`src/rtl/sym_pwm_pkg.sv`:
```
package sym_pwm_pkg;
  localparam int NUM_PH = 2;
  localparam int PH_A   = 0;
  localparam int PH_B   = 1;
endpackage

```
`src/rtl/pwm_ctrl_regs.sv`:
```
module pwm_ctrl_regs #(
  parameter int WORD_W = 12
) (
  input  logic              clk_i,
  input  logic              rst_ni,
  input  logic              load_i,
  input  logic [WORD_W-1:0] duty_i,
  input  logic [WORD_W-1:0] phase_i,
  input  logic              valley_i,
  output logic [WORD_W-1:0] pend_phase_o,
  output logic [WORD_W-1:0] duty_o,
  output logic [WORD_W-1:0] phase_o
);
  logic [WORD_W-1:0] pend_duty_q, pend_phase_q, act_duty_q, act_phase_q;

  always_ff @(posedge clk_i or negedge rst_ni) begin
    if (!rst_ni) begin
      pend_duty_q  <= '0;
      pend_phase_q <= '0;
      act_duty_q   <= '0;
      act_phase_q  <= '0;
    end else begin
      if (load_i) begin
        pend_duty_q  <= duty_i;
        pend_phase_q <= phase_i;
      end
      // swap at the valley only; the old pending value wins over a same-edge load
      if (valley_i) begin
        act_duty_q  <= pend_duty_q;
        act_phase_q <= pend_phase_q;
      end
    end
  end

  assign pend_phase_o = pend_phase_q;
  assign duty_o       = act_duty_q;
  assign phase_o      = act_phase_q;
endmodule

```
`src/rtl/pwm_carrier.sv`:
```
module pwm_carrier #(
  parameter int CAR_W  = 8,
  parameter int WORD_W = 12,
  localparam int POS_W = CAR_W + 1
) (
  input  logic              clk_i,
  input  logic              rst_ni,
  input  logic [WORD_W-1:0] pend_phase_i,
  output logic [POS_W-1:0]  pos_a_o,
  output logic [POS_W-1:0]  pos_b_o,
  output logic              valley_o
);
  logic [POS_W-1:0] pos_a_q, pos_b_q;

  assign valley_o = &pos_a_q;

  always_ff @(posedge clk_i or negedge rst_ni) begin
    if (!rst_ni) begin
      pos_a_q <= '0;
      pos_b_q <= '0;
    end else begin
      pos_a_q <= pos_a_q + 1'b1;
      // phase B counter re-seeded with the incoming lag when A wraps
      if (valley_o) pos_b_q <= '0 - pend_phase_i[POS_W-1:0];
      else          pos_b_q <= pos_b_q + 1'b1;
    end
  end

  assign pos_a_o = pos_a_q;
  assign pos_b_o = pos_b_q;
endmodule

```
`src/rtl/pwm_pair.sv`:
```
module pwm_pair #(
  parameter int CAR_W  = 8,
  parameter int WORD_W = 12,
  localparam int POS_W = CAR_W + 1
) (
  input  logic [POS_W-1:0]  pos_i,
  input  logic [WORD_W-1:0] duty_i,
  input  logic              en_i,
  output logic              p_o,
  output logic              n_o
);
  logic [CAR_W-1:0] ramp;
  logic             hit;

  // falling half mirrors the rising half
  assign ramp = pos_i[POS_W-1] ? ~pos_i[CAR_W-1:0] : pos_i[CAR_W-1:0];
  assign hit  = WORD_W'(ramp) < duty_i;
  assign p_o  = en_i & hit;
  assign n_o  = en_i & ~hit;
endmodule

```
`src/rtl/sym_pwm2.sv`:
```
module sym_pwm2 import sym_pwm_pkg::*; #(
  parameter int CAR_W  = 8,
  parameter int WORD_W = 12
) (
  input  logic              clk_i,
  input  logic              rst_ni,
  input  logic              load_i,
  input  logic [WORD_W-1:0] duty_i,
  input  logic [WORD_W-1:0] phase_i,
  output logic [NUM_PH-1:0] pwm_o,
  output logic [NUM_PH-1:0] pwm_n_o
);
  localparam int POS_W = CAR_W + 1;

  logic [POS_W-1:0]  pos_a, pos_b;
  logic [POS_W-1:0]  pos_ph [NUM_PH];
  logic [WORD_W-1:0] pend_phase, duty_act, phase_act;
  logic              valley, run_q;

  pwm_ctrl_regs #(.WORD_W(WORD_W)) u_ctrl (
    .clk_i(clk_i), .rst_ni(rst_ni), .load_i(load_i),
    .duty_i(duty_i), .phase_i(phase_i), .valley_i(valley),
    .pend_phase_o(pend_phase), .duty_o(duty_act), .phase_o(phase_act)
  );

  pwm_carrier #(.CAR_W(CAR_W), .WORD_W(WORD_W)) u_car (
    .clk_i(clk_i), .rst_ni(rst_ni), .pend_phase_i(pend_phase),
    .pos_a_o(pos_a), .pos_b_o(pos_b), .valley_o(valley)
  );

  // keeps both pair outputs low until the first edge after reset
  always_ff @(posedge clk_i or negedge rst_ni) begin
    if (!rst_ni) run_q <= 1'b0;
    else         run_q <= 1'b1;
  end

  assign pos_ph[PH_A] = pos_a;
  assign pos_ph[PH_B] = pos_b;

  for (genvar i = 0; i < NUM_PH; i++) begin : g_pair
    pwm_pair #(.CAR_W(CAR_W), .WORD_W(WORD_W)) u_pair (
      .pos_i(pos_ph[i]), .duty_i(duty_act), .en_i(run_q),
      .p_o(pwm_o[i]), .n_o(pwm_n_o[i])
    );
  end
endmodule

```
`config.mk`:
```
export PLATFORM = sky130hd
export DESIGN_NAME = sym_pwm2
export DESIGN_NICKNAME = d
export VERILOG_FILES = /design/src/rtl/sym_pwm_pkg.sv /design/src/rtl/pwm_ctrl_regs.sv /design/src/rtl/pwm_carrier.sv /design/src/rtl/pwm_pair.sv /design/src/rtl/sym_pwm2.sv
export SDC_FILE = /design/constraint.sdc
export NUM_CORES = 1
export LEC_CHECK = 0
export BUFFER_PORTS_ARGS = -buffer_cell sky130_fd_sc_hd__buf_2
export CAP_MARGIN = 20
export CELL_PAD_IN_SITES_DETAIL_PLACEMENT = 0
export CELL_PAD_IN_SITES_GLOBAL_PLACEMENT = 2
export CORE_ASPECT_RATIO = 0.75
export CORE_MARGIN = 5
export CORE_UTILIZATION = 35
export CTS_CLUSTER_DIAMETER = 50
export DETAILED_ROUTE_END_ITERATION = 16
export HOLD_SLACK_MARGIN = 0.05
export PLACE_DENSITY_LB_ADDON = 0.1
export RECOVER_POWER = 50
export SLEW_MARGIN = 40
export SYNTH_ARGS = -nofsm -noshare
export SYNTH_HDL_FRONTEND = slang
export SYNTH_SLANG_ARGS = --single-unit
export TNS_END_PERCENT = 30
```
`constraint.sdc`:
```
create_clock -name clk_i -period 2.1 [get_ports clk_i]
set_clock_uncertainty 0.1 [all_clocks]
set_input_delay 0.105 -clock clk_i [delete_from_list [all_inputs] [get_ports clk_i]]
set_output_delay 0.105 -clock clk_i [all_outputs]
set_load 0.02 [all_outputs]
```
==> out/metrics.cfg <==
[timing]
finalMaxSlewViolations = 0
slew_headroom_pct = 12.3
fmax_mhz = 424
rsz0062_at_grt = true
period_minus_slack_ns = 2.36
final.setup.worst_slack_ns = -0.259
worst_pin_slew_ns = 1.32
period_share_pct = 112
setup_viol = 4
hold_viol = 0

[worst_setup_path]
crit_type = flip-flop to output pin
critPathSlowestCell = dfrtp_2
max_stage_delay_ns = 0.44
cp_cell_sequence = buf_12 -> xor2_1 -> ha_1 -> buf_4 -> a21oi_2 -> o21ai_2 -> nor3_2 -> o21a_1 -> buf_6
crit_path_start_kind = flip-flop
cp.depth = 9
cp-end-kind = output pin
r2r_cells = 7
timing.critical_path.buf_inv = 3
worstPathMaxFanout = 5
worstPathRequired_ns = 1.89
arrival_ns = 2.15
crit_family = flip-flops

[placed_design]
io_buffers = 27
hpwl_mm = 3.83
routabilityCongestion = 0.747
dp_worst_setup_slack_ns = -0.122

[yosys]
avgSynthCellArea_um2 = 11.3
yosysWarnings = 0
synth_nets = 283
ys_types = 32
synth-seq-cells = 52
ys_seq_area_share_pct = 48.2
syn_area_um2 = 2700
syn_inst = 238

[floorplan]
coreArea_um2 = 7430
die_y_um = 86.0
initial_utilization_pct = 36.3
die_x_um = 111
ios = 31
rows = 27
dieArea_um2 = 9580

[grt]
grt_pass1_wl_mm = 9.34
grt_max_degree = 53
antenna_found_initial = 0
grt_pass1_vias = 1865
grt-ovfl-total = 0
grtUsageTotal_pct = 12.1

[run_status]
outcome = finished, violations left
violations = setup timing

[layout]
antennaDiodeCount = 0
fin_nets = 346
layout-drive-gt1-share_pct = 29.5
area_growth_pct = 26.9

[worst_hold_path]
min_path_type = primary input to flip-flop
hold_path_depth = 3

[power]
p_per_area_nw_per_um2 = 529
p_total_uw = 1810
power.leakage_uw = 0.00158
vdd_drop_max_mv = 0.278

[detailed_routing]
drt_iter0_drc = 47
vias_per_cell = 4.57
num_vias = 1841
wl_per_cell_um = 13.3
drcViolationCount = 0
wl_mm = 5.34
antenna_left = 0
first_pass_iters = 4

[clocking]
root_buffer = clkbuf_8
path_clk_slew_ns = 0.10
cts_tree = built
clkSinkCount = 52
ctsHtreeMaxLevel = 2
numCtsBuffers = 5
clk_path_buf_depth = 2
insertion_delay_ns = 0.30

[job]
maxCapViolCount = 0

[timing repair]
item                       CTS  global route
hold endpoints to repair    73             0
pin swaps                    7             8
resized for setup           10             8
hold buffers                22             0
setup endpoints to repair    4            12
setup buffers                4             0
[per-layer routing]
layer / track usage (%) / wire [µm] / up-vias
met5: 0 / 0 / -
met4: 3.31 / 56 / 0
met3: 2.68 / 192 / 7
met2: 16.3 / 2070 / 30
met1: 19.1 / 3030 / 869
li1: - / - / 935
[worst min-delay path: stages]
cell	delay [ns]
buf_2	0.27
nand2_1	0.11
o21ai_0	0.06
[cell type report]
cell class / instances / area, µm²
fillers: 732 / 4010
multi-input cells: 161 / 1320
flip-flops and latches: 52 / 1300
repair buffers: 68 / 542
well taps: 101 / 126
clock buffers: 6 / 72.6
inverters: 13 / 48.8
clock inverters: 2 / 16.3
[state kept, by name, summed over array words and instances (netlist names)]
name	flops
run_q	1
u_car.pos_a_o	9
u_car.pos_b_o	9
u_ctrl.duty_o	12
u_ctrl.pend_duty_q	12
u_ctrl.pend_phase_o	9
[path summary, 6_finish.rpt]
check                      slack, ns                         startpoint                                  to
min                             0.19                             load_i  u_ctrl.pend_phase_o[1]$_DFFE_PN0P_
max in group asynchronous       0.42                             rst_ni          u_car.pos_b_o[8]$_DFF_PN0_
max                            -0.26         u_car.pos_b_o[8]$_DFF_PN0_                            pwm_o[1]
max reg2reg                     0.19         u_car.pos_a_o[1]$_DFF_PN0_        u_ctrl.duty_o[8]$_DFFE_PN0P_
min in group asynchronous       0.61                             rst_ni  u_ctrl.pend_duty_q[11]$_DFFE_PN0P_
min reg2reg                     0.39  u_ctrl.pend_duty_q[3]$_DFFE_PN0P_        u_ctrl.duty_o[3]$_DFFE_PN0P_
[kinds of logic after synthesis]
kind of cell,after synthesis,synth area share (%)
xor gates and xnor gates,35,11.4
AOI/OAI and AO/OA,26,5.61
and+or+nand+nor,51,9.37
DFF,52,48.2
other,1,0.139
muxes,30,12.3
buffers and inverters,25,4.64
adders and majority gates,18,8.35
[power by group]
part           internal [µW]  switching [µW]  leakage, µW
Sequential              1040            30.2     0.000645
Clock                    238             342    0.0000414
Combinational           92.8            65.8     0.000889
Total                   1370             438      0.00158
[cell usage in the layout (no fill, tap or decap), types with 2 or more instances in the layout]
cell type      netlist  layout
nand3_1              7       7
nand4_1              3       3
and3_1               3       2
nor4_1               3       3
o21ai_0             12      11
inv_1               13      13
nor2_1              10       9
dlygate4sd3_1        0      22
buf_12               0       3
dfrtp_1             52      50
mux2i_1              5       5
a21oi_2              0       2
clkbuf_8             0       5
buf_6                1       2
xnor2_1             13      13
mux2_2              25      25
o211ai_1             3       3
clkbuf_1             2       2
xor2_1              22      21
ha_1                18      18
dfrtp_2              0       2
nand2_1             17      17
nand2b_1             2       2
a21oi_1              6       4
buf_4                5      14
buf_2                4      25
[synth_stat cells, drive strengths merged]
library cell | instances | share of area [%]
a21o | 1 | 0.28
a21oi | 6 | 1.1
a221oi | 1 | 0.32
a311oi | 1 | 0.32
a31oi | 1 | 0.23
and3 | 3 | 0.70
and3b | 1 | 0.32
and4 | 1 | 0.32
buf | 10 | 2.6
clkbuf | 2 | 0.28
conb | 1 | 0.14
dfrtp | 52 | 48
ha | 18 | 8.3
inv | 13 | 1.8
mux2 | 25 | 10
mux2i | 5 | 1.9
nand2 | 17 | 2.4
nand2b | 2 | 0.46
nand3 | 7 | 1.3
nand4 | 3 | 0.70
nor2 | 10 | 1.4
nor3 | 2 | 0.37
nor3b | 2 | 0.74
nor4 | 3 | 0.70
o211ai | 3 | 0.83
o21a | 1 | 0.28
o21ai | 12 | 2.2
xnor2 | 13 | 4.2
xor2 | 22 | 7.1
[through the flow]
step	setup TNS [ns]	utilization [%]	instance area [µm²]	hold WS, ns	instances
floorplan	0	-	2700	-0.291	238
global placement	-0.0405	40.7	3030	0.180	370
detailed placement	-0.168	40.7	3030	0.182	370
CTS	-1.05	45.7	3400	0.191	403
global route	-1.49	46.1	3420	0.206	403
finish	-0.920	46.1	3420	0.188	403
Power figures use the tool's default switching activity.
